### src/rtl/pt_walker_pkg.sv
package pt_walker_pkg;
  localparam int unsigned PTE_PRESENT = 0;
  localparam int unsigned PTE_READ    = 1;
  localparam int unsigned PTE_WRITE   = 2;

  typedef enum logic [1:0] {
    FLT_NONE  = 2'b00,
    FLT_TABLE = 2'b01,
    FLT_PAGE  = 2'b10,
    FLT_PERM  = 2'b11
  } fault_e;

  typedef enum logic [2:0] {
    ST_IDLE,
    ST_READ_L1,
    ST_CHECK_L1,
    ST_READ_L2,
    ST_CHECK_L2,
    ST_DONE
  } walk_state_e;
endpackage

### src/rtl/pt_addr_gen.sv
module pt_addr_gen #(
  parameter int unsigned VA_W       = 32,
  parameter int unsigned PA_W       = 32,
  parameter int unsigned OFF_W      = 12,
  parameter int unsigned L1_IDX_W   = 8,
  parameter int unsigned ENTRY_LOG2 = 2
) (
  input  logic [VA_W-1:0]       vaddr_i,
  input  logic [PA_W-1:0]       root_i,
  input  logic [PA_W-OFF_W-1:0] tbl_frame_i,
  input  logic                  sel_l2_i,
  output logic [PA_W-1:0]       addr_o
);
  localparam int unsigned L2_IDX_W = VA_W - OFF_W - L1_IDX_W;

  logic [L1_IDX_W-1:0] l1_idx;
  logic [L2_IDX_W-1:0] l2_idx;
  logic [PA_W-1:0]     l1_addr, l2_addr;

  assign l1_idx  = vaddr_i[VA_W-1 -: L1_IDX_W];
  assign l2_idx  = vaddr_i[OFF_W +: L2_IDX_W];
  assign l1_addr = root_i + (PA_W'(l1_idx) << ENTRY_LOG2);
  assign l2_addr = {tbl_frame_i, {OFF_W{1'b0}}} + (PA_W'(l2_idx) << ENTRY_LOG2);
  assign addr_o  = sel_l2_i ? l2_addr : l1_addr;
endmodule

### src/rtl/pt_pte_check.sv
module pt_pte_check
  import pt_walker_pkg::*;
#(
  parameter int unsigned PTE_W = 32
) (
  input  logic [PTE_W-1:0] pte_i,
  input  logic             last_level_i,
  input  logic             write_i,
  output logic [1:0]       fault_o
);
  logic perm_ok;

  assign perm_ok = write_i ? pte_i[PTE_WRITE] : pte_i[PTE_READ];

  always_comb begin
    if (!pte_i[PTE_PRESENT])
      fault_o = last_level_i ? FLT_PAGE : FLT_TABLE;
    else if (last_level_i && !perm_ok)
      fault_o = FLT_PERM;
    else
      fault_o = FLT_NONE;
  end
endmodule

### src/rtl/pt_walk_fsm.sv
module pt_walk_fsm
  import pt_walker_pkg::*;
#(
  parameter int unsigned VA_W  = 32,
  parameter int unsigned PA_W  = 32,
  parameter int unsigned OFF_W = 12
) (
  input  logic                  clk_i,
  input  logic                  rst_ni,
  input  logic                  req_valid_i,
  input  logic [VA_W-1:0]       req_vaddr_i,
  input  logic                  req_write_i,
  input  logic [PA_W-1:0]       root_base_i,
  output logic                  req_ready_o,
  output logic                  mem_req_o,
  input  logic                  mem_rvalid_i,
  input  logic [PA_W-1:0]       mem_rdata_i,
  input  logic [1:0]            chk_fault_i,
  output logic [VA_W-1:0]       vaddr_o,
  output logic [PA_W-1:0]       root_o,
  output logic [PA_W-OFF_W-1:0] tbl_frame_o,
  output logic                  sel_l2_o,
  output logic [PA_W-1:0]       pte_o,
  output logic                  last_level_o,
  output logic                  write_o,
  output logic                  rsp_valid_o,
  output logic [PA_W-1:0]       rsp_paddr_o,
  output logic [1:0]            rsp_fault_o
);
  localparam int unsigned FRAME_W = PA_W - OFF_W;

  walk_state_e         state_q, state_d;
  logic                issued_q;
  logic [VA_W-1:0]     va_q;
  logic [PA_W-1:0]     root_q, pte_q, paddr_q;
  logic [FRAME_W-1:0]  tbl_q;
  logic                write_q;
  logic [1:0]          fault_q;
  logic                reading, accept;

  assign reading = (state_q == ST_READ_L1) || (state_q == ST_READ_L2);
  assign accept  = (state_q == ST_IDLE) && req_valid_i;

  always_comb begin
    state_d = state_q;
    unique case (state_q)
      ST_IDLE:     if (req_valid_i) state_d = ST_READ_L1;
      ST_READ_L1:  if (issued_q && mem_rvalid_i) state_d = ST_CHECK_L1;
      ST_CHECK_L1: state_d = (chk_fault_i == FLT_NONE) ? ST_READ_L2 : ST_DONE;
      ST_READ_L2:  if (issued_q && mem_rvalid_i) state_d = ST_CHECK_L2;
      ST_CHECK_L2: state_d = ST_DONE;
      ST_DONE:     state_d = ST_IDLE;
      default:     state_d = ST_IDLE;
    endcase
  end

  always_ff @(posedge clk_i or negedge rst_ni) begin
    if (!rst_ni) begin
      state_q  <= ST_IDLE;
      issued_q <= 1'b0;
      va_q     <= '0;
      root_q   <= '0;
      pte_q    <= '0;
      tbl_q    <= '0;
      write_q  <= 1'b0;
      paddr_q  <= '0;
      fault_q  <= FLT_NONE;
    end else begin
      state_q <= state_d;
      if (accept) begin
        va_q    <= req_vaddr_i;
        root_q  <= root_base_i;
        write_q <= req_write_i;
        paddr_q <= '0;
        fault_q <= FLT_NONE;
      end
      // one read per READ state; issued_q drops when leaving it
      if (reading && !issued_q) issued_q <= 1'b1;
      else if (reading && mem_rvalid_i) issued_q <= 1'b0;
      if (reading && issued_q && mem_rvalid_i) pte_q <= mem_rdata_i;
      if (state_q == ST_CHECK_L1) begin
        tbl_q <= pte_q[PA_W-1:OFF_W];
        if (chk_fault_i != FLT_NONE) fault_q <= chk_fault_i;
      end
      if (state_q == ST_CHECK_L2) begin
        fault_q <= chk_fault_i;
        if (chk_fault_i == FLT_NONE)
          paddr_q <= {pte_q[PA_W-1:OFF_W], va_q[OFF_W-1:0]};
      end
    end
  end

  assign req_ready_o  = (state_q == ST_IDLE);
  assign mem_req_o    = reading && !issued_q;
  assign vaddr_o      = va_q;
  assign root_o       = root_q;
  assign tbl_frame_o  = tbl_q;
  assign sel_l2_o     = (state_q == ST_READ_L2);
  assign pte_o        = pte_q;
  assign last_level_o = (state_q == ST_CHECK_L2);
  assign write_o      = write_q;
  assign rsp_valid_o  = (state_q == ST_DONE);
  assign rsp_paddr_o  = paddr_q;
  assign rsp_fault_o  = fault_q;
endmodule

### src/rtl/pt_walker.sv
module pt_walker #(
  parameter int unsigned VA_W       = 32,
  parameter int unsigned PA_W       = 32,
  parameter int unsigned OFF_W      = 12,
  parameter int unsigned L1_IDX_W   = 8,
  parameter int unsigned ENTRY_LOG2 = 2
) (
  input  logic            clk_i,
  input  logic            rst_ni,
  input  logic            req_valid_i,
  output logic            req_ready_o,
  input  logic [VA_W-1:0] req_vaddr_i,
  input  logic            req_write_i,
  input  logic [PA_W-1:0] root_base_i,
  output logic            mem_req_o,
  output logic [PA_W-1:0] mem_addr_o,
  input  logic            mem_rvalid_i,
  input  logic [PA_W-1:0] mem_rdata_i,
  output logic            rsp_valid_o,
  output logic [PA_W-1:0] rsp_paddr_o,
  output logic [1:0]      rsp_fault_o
);
  localparam int unsigned FRAME_W = PA_W - OFF_W;

  logic [VA_W-1:0]    va;
  logic [PA_W-1:0]    root, pte;
  logic [FRAME_W-1:0] tbl_frame;
  logic               sel_l2, last_level, write_acc;
  logic [1:0]         chk_fault;

  pt_walk_fsm #(.VA_W(VA_W), .PA_W(PA_W), .OFF_W(OFF_W)) u_fsm (
    .clk_i        (clk_i),
    .rst_ni       (rst_ni),
    .req_valid_i  (req_valid_i),
    .req_vaddr_i  (req_vaddr_i),
    .req_write_i  (req_write_i),
    .root_base_i  (root_base_i),
    .req_ready_o  (req_ready_o),
    .mem_req_o    (mem_req_o),
    .mem_rvalid_i (mem_rvalid_i),
    .mem_rdata_i  (mem_rdata_i),
    .chk_fault_i  (chk_fault),
    .vaddr_o      (va),
    .root_o       (root),
    .tbl_frame_o  (tbl_frame),
    .sel_l2_o     (sel_l2),
    .pte_o        (pte),
    .last_level_o (last_level),
    .write_o      (write_acc),
    .rsp_valid_o  (rsp_valid_o),
    .rsp_paddr_o  (rsp_paddr_o),
    .rsp_fault_o  (rsp_fault_o)
  );

  pt_addr_gen #(
    .VA_W(VA_W), .PA_W(PA_W), .OFF_W(OFF_W),
    .L1_IDX_W(L1_IDX_W), .ENTRY_LOG2(ENTRY_LOG2)
  ) u_addr (
    .vaddr_i     (va),
    .root_i      (root),
    .tbl_frame_i (tbl_frame),
    .sel_l2_i    (sel_l2),
    .addr_o      (mem_addr_o)
  );

  pt_pte_check #(.PTE_W(PA_W)) u_check (
    .pte_i        (pte),
    .last_level_i (last_level),
    .write_i      (write_acc),
    .fault_o      (chk_fault)
  );
endmodule

### config.mk
export PLATFORM = sky130hd
export DESIGN_NAME = pt_walker
export DESIGN_NICKNAME = d
export VERILOG_FILES = /design/src/rtl/pt_walker_pkg.sv /design/src/rtl/pt_addr_gen.sv /design/src/rtl/pt_pte_check.sv /design/src/rtl/pt_walk_fsm.sv /design/src/rtl/pt_walker.sv
export SDC_FILE = /design/constraint.sdc
export NUM_CORES = 1
export LEC_CHECK = 0
export ABC_AREA = 1
export CORE_MARGIN = 2
export CORE_UTILIZATION = 35
export CTS_CLUSTER_SIZE = 16
export DETAILED_ROUTE_END_ITERATION = 8
export DONT_BUFFER_PORTS = 1
export PLACE_DENSITY_LB_ADDON = 0.15
export SYNTH_ARGS = -nofsm -noshare
export SYNTH_HDL_FRONTEND = slang
export SYNTH_HIERARCHICAL = 1
export SYNTH_SLANG_ARGS = --single-unit
### constraint.sdc
create_clock -name clk_i -period 2.8 [get_ports clk_i]
set_input_delay 0 -clock clk_i [delete_from_list [all_inputs] [get_ports clk_i]]
set_output_delay 0 -clock clk_i [all_outputs]
set_load 0.05 [all_outputs]
# Word-level counts from Yosys, hierarchy flattened
# Cells that the tools add are included.
totals:
  mem_bits_rw: 0
  reg_bits: 155
  out_inout_bits: 69
  latch_bits: 0
  romBits: 0
  input_bits: 101
  memories: 0
op_classes:
  eq_ne: 8
  addsub: 2
  n_div: 0
  shift: 0
  mux: 19
  order_cmp: 0
  n_bitwise: 0
  n_mul: 0
  n_reduce_logical: 15
op_table:
  columns: ["op", "n"]
  rows:
  - ["$mux W32", 4]
  - ["$add A32 B10 Y32", 1]
  - ["$add A32 B14 Y32", 1]
  - ["$pmux W3 S5", 1]
  - ["$mux W2", 7]
  - ["$mux W3", 4]
  - ["$logic_and A1 B1 Y1", 7]
  - ["$eq A3 B2 Y1 const B", 2]
  - ["$eq A3 B3 Y1 const B", 2]
  - ["$ne A2 B2 Y1 const B", 3]
  - ["$reduce_bool A2 Y1", 2]
  - ["$eq A3 B1 Y1 const B", 1]
  - ["$logic_not A3 Y1", 1]
  - ["$mux W1", 3]
  - ["$reduce_and A3 Y1", 1]
  - ["$logic_not A1 Y1", 2]
  - ["$logic_not A2 Y1", 1]
  - ["$logic_or A1 B1 Y1", 1]

# Depth between registers and ports, before layout
depth:
  ltp_word: 9
  depth_mapped: 13
  ltp_nobuf: 12

# Cells and area by module
# The synthesis kept the hierarchy.
by_module_without_submodules:
  columns: ["module", "instances", "area_each_um2", "cells_per_inst", "seq_area_each_um2"]
  rows:
  - ["pt_walk_fsm", 1, 6158.4, 670, 3878.7]
  - ["pt_addr_gen", 1, 2115.8, 447, 0.0]
  - ["pt_pte_check", 1, 45.0, 11, 0.0]

# Worst setup path after synthesis
# OpenSTA, ideal clock, no wires.
synth_timing:
  path_kind: "register -> output"
  from: "reg u_fsm.va_q[24] (netlist: u_fsm/vaddr_o[24])"
  to: "out mem_addr_o[6]"
  path_buffers: 0
  path_slack_ns: 0.354
  path_stages_with_launch: 7
  t_arrival_ns: 2.446
  path_cell_list: "dfrtp_1 ha_1 fa_1 nand3_1 nand3_1 xnor2_1 o21ai_0"
synth_via:
  elab_chain_len: 2
synth_rtl:
  columns: ["element", "line", "source"]
  rows:
  - ["start, declared", "pt_walk_fsm.sv:34", "logic [VA_W-1:0] va_q;"]
  - ["start signal, assigned", "pt_walk_fsm.sv:71", "va_q <= req_vaddr_i;"]
  - ["$add A32 B10 Y32", "pt_addr_gen.sv:22", "assign l1_addr = root_i + (PA_W'(l1_idx) << ENTRY_LOG2);"]
  - ["$mux W32", "pt_addr_gen.sv:24", "assign addr_o = sel_l2_i ? l2_addr : l1_addr;"]
  - ["end, declared", "pt_walker.sv:16", "output logic [PA_W-1:0] mem_addr_o,"]
# Every way passes these cells.

# Worst setup path in the final report
layout_timing:
  from: "reg u_fsm.tbl_q[0] (netlist: u_fsm/tbl_frame_o[0])"
  to: "out mem_addr_o[28]"
layout_via:
  elab_chain_len: 2
layout_rtl:
  columns: ["element", "line", "source"]
  rows:
  - ["start, declared", "pt_walk_fsm.sv:36", "logic [FRAME_W-1:0] tbl_q;"]
  - ["start signal, assigned", "pt_walk_fsm.sv:82", "tbl_q <= pte_q[PA_W-1:OFF_W];"]
  - ["$add A32 B14 Y32", "pt_addr_gen.sv:23", "assign l2_addr = {tbl_frame_i, {OFF_W{1'b0}}} + (PA_W'(l2_idx) << ENTRY_LOG2);"]
  - ["$mux W32", "pt_addr_gen.sv:24", null]
# Every way passes these cells.

==> summary.md <==
| Metric | Value |
|---|---|
| Cells after Synth | `approximately 1,100` |
| Starting Density | `a little over a third` |
| WL/cell | `between 10 and 15 microns` |
| Unrepaired setup endpoints after global routing | `false` |
| Max-slew violations | `0` |
| Hold WC Path Type | `input pin to async pin` |
| Post-CTS Setup Inserts | `0` |
| CP Max Fanout | `4` |
| Initial antenna violation count | `0` |
| Filler cell count | `2,336` |
| Vias per inst | `~4.7` |
| Fraction of layout instances using a drive strength above 1 | `~8.3%` |
| # diodes | `0` |
| Post-detail-place hpwl | `between 15 and 20 mm` |
| WHS | `-729 ps` |
| Crit path DAT | `2620 ps` |
| Clk Latency, worst-skew pair | `about 430 ps` |
| Final setup vio count | `0` |
| Type of origin of the critical path | `flop` |
| Setup TNS | `0 ps` |
| Syn_nets | `between 1,000 and 1,500` |
| Final hold viol count | `around 150` |
| Final min period | `around 2600 ps` |
| Row count | `55` |
| Sw Pwr | `6600 uW` |
| Maximum clock insertion buffer count | `2` |
| Mapped Avg Cell Area | `approximately 7.3 sq um` |
| Crit Path Category | `flop to output pin` |
| Vias in the first global route | `about 6,800` |
| MaxCap Viol Count | `0` |
| Multi-input gate area | `3470 sq um` |
| Die Wd | `155 microns` |
| Total GRT Usage | `a little under a fifth` |
| Reg-to-Reg End | `u_fsm/rsp_paddr_o[22]` |
| Nets | `around 1,300` |
| Routed WL | `around 22 mm` |
| PortBufs | `0` |
| Sw frac | `51.1%` |
| Antenna-violating nets left | `0` |
| Worst-path clk slew | `70 ps` |
| Fmax | `around 380 MHz` |
| Reg2reg start | `u_fsm/state_q[1]` |
| Synthesized area | `roughly 8000 sq um` |
| R2r setup slk | `530 ps` |
| Die ar. | `approximately 24,000 sq um` |
| P&R area growth vs syn | `24.6%` |
| Nature of the critical path endpoint | `output pin` |
| Skew final | `approximately 14 ps` |
| DRC | `0` |
| Clock root cell | `clkbuf_16` |
| YS warnings | `6` |
| CTS tree | `built` |
| Num CTS Buffers | `17` |
| Logic pwr share | `about 44%` |
| First-pass GRT wire length | `between 30 and 40 mm` |
| Final period utilization | `a little over nine tenths` |
| Core Area | `around 23,000 sq um` |
| Io pins | `170` |
| Failing checks | `negative hold slack` |
| Peak supply drop | `approximately 0.0005 V` |
| Internal | `approximately 6300 uW` |
| Register share of total power | `a little under two fifths` |
| Power Dens Cells | `approximately 1300 nW/um^2` |
| Clk sinks | `roughly 150` |
| Hold-fix buffers, CTS | `91` |
| Routed vias | `approximately 7,000` |
| Critical Path RT | `2800 ps` |
| Overflow after GRT | `0` |
| Routability Congestion | `a little under 0.9` |
| Max-Slew Margin vs Limit | `between 30% and 40%` |
| Worst-Margin Slew | `901 ps` |
| Iteration-0 DRC Markers | `~460` |
| P_leak | `0.00514 uW` |
| Die height | `roughly 160 microns` |
| Outcome | `finished with violations` |
| Clock share of power | `about a fifth` |
| Cells on worst reg2reg path | `9` |
| Pin count of the biggest net entering global routing | `around 150` |
| FF+latch area | `~3700 sq um` |
| DR pass1 iterations | `5` |
| H-tree depth | `4` |
-- layout make-up --
cell class | count | share of cell area [%]
Multi-Input combinational cell | 741 | 34.9
Clock inverter | 15 | 2.14
Tap cell | 285 | 3.59
Sequential cell | 146 | 36.7
Clock buffer | 17 | 4.28
Timing Repair Buffer | 131 | 12.3
Inverter | 160 | 6.04
-- layout by cell type (no fill, tap or decap), drive strengths merged, types with 5 or more instances in the layout --
cell type / count
clkbuf: 17
xnor2: 5
nand3: 137
a21oi: 5
dfrtp: 146
or2: 10
inv: 170
nor3: 6
buf: 40
nand3b: 5
nor2: 56
dlygate4sd3: 91
nand4: 8
o21ai: 124
ha: 10
nand2: 364
-- power groups by stage --
stage,combinational (uW),clock (uW),sequential (uW)
2_1_floorplan,4280,0,4480
3_3_place_gp,5520,0,4790
3_5_place_dp,5580,0,4800
4_1_cts,5720,2570,4770
5_1_grt,6320,2660,4930
6_report,5660,2500,4750
-- flip-flops by register name, summed over array words and instances, names as in the netlist --
register	count
u_fsm/write_o	1
u_fsm/rsp_paddr_o	32
u_fsm/vaddr_o	32
u_fsm/tbl_frame_o	20
u_fsm/state_q	3
u_fsm/root_o	32
u_fsm/rsp_fault_o	2
u_fsm/issued_q	1
u_fsm/pte_o	23
-- worst max-delay path, stage by stage (launching register included) --
cell	delay (ps)
dfrtp_1	360
ha_1	170
inv_1	50
fa_1	410
inv_1	150
nand3_2	120
nor2_4	140
nand3_1	120
nor2_1	140
xor2_1	160
nand2_1	70
nand2_1	100
buf_4	210
-- repair_timing --
| action | 4_1_cts | 5_1_grt |
|---|---|---|
| setup endpoints to repair | 0 | 2 |
| endpoints found under the hold margin | 237 | 146 |
| resized for setup | 0 | 1 |
-- metal layers --
| metal | GRT usage [%] | wire length [microns] | vias to the layer above |
|---|---|---|---|
| met5 | 0 | 0 | - |
| met3 | 4.46 | 983 | 18 |
| met2 | 30.5 | 10300 | 131 |
| met1 | 25.5 | 10400 | 3238 |
| met4 | 5.07 | 303 | 0 |
| li1 | - | - | 3633 |
-- stage by stage --
stage,area [sq um],total power [uW],instances,util (%),setup WS (ps)
after floorplan,7980,8760,1092,-,354
after global placement,8390,10300,1372,37.3,571
after detailed placement,8390,10400,1372,37.3,529
after CTS,9940,13100,1495,44.2,75.8
after global routing,9940,13900,1495,44.2,0.286
final,9940,12900,1495,44.2,177
-- how the worst max path moves through the flow --
stage / startpoint / to / slack [ps]
final: u_fsm/tbl_frame_o[0] / mem_addr_o[28] / 180
after global routing: u_fsm/tbl_frame_o[0] / mem_addr_o[28] / 0.3
after CTS: u_fsm/tbl_frame_o[0] / mem_addr_o[28] / 80
after detailed placement: u_fsm/state_q[1] / u_fsm/rsp_paddr_o[13] / 530
after global placement: u_fsm/state_q[1] / u_fsm/rsp_paddr_o[22] / 570
after floorplan: u_fsm/vaddr_o[24] / mem_addr_o[6] / 350
Note: power is estimated with default switching activity, not from simulation.
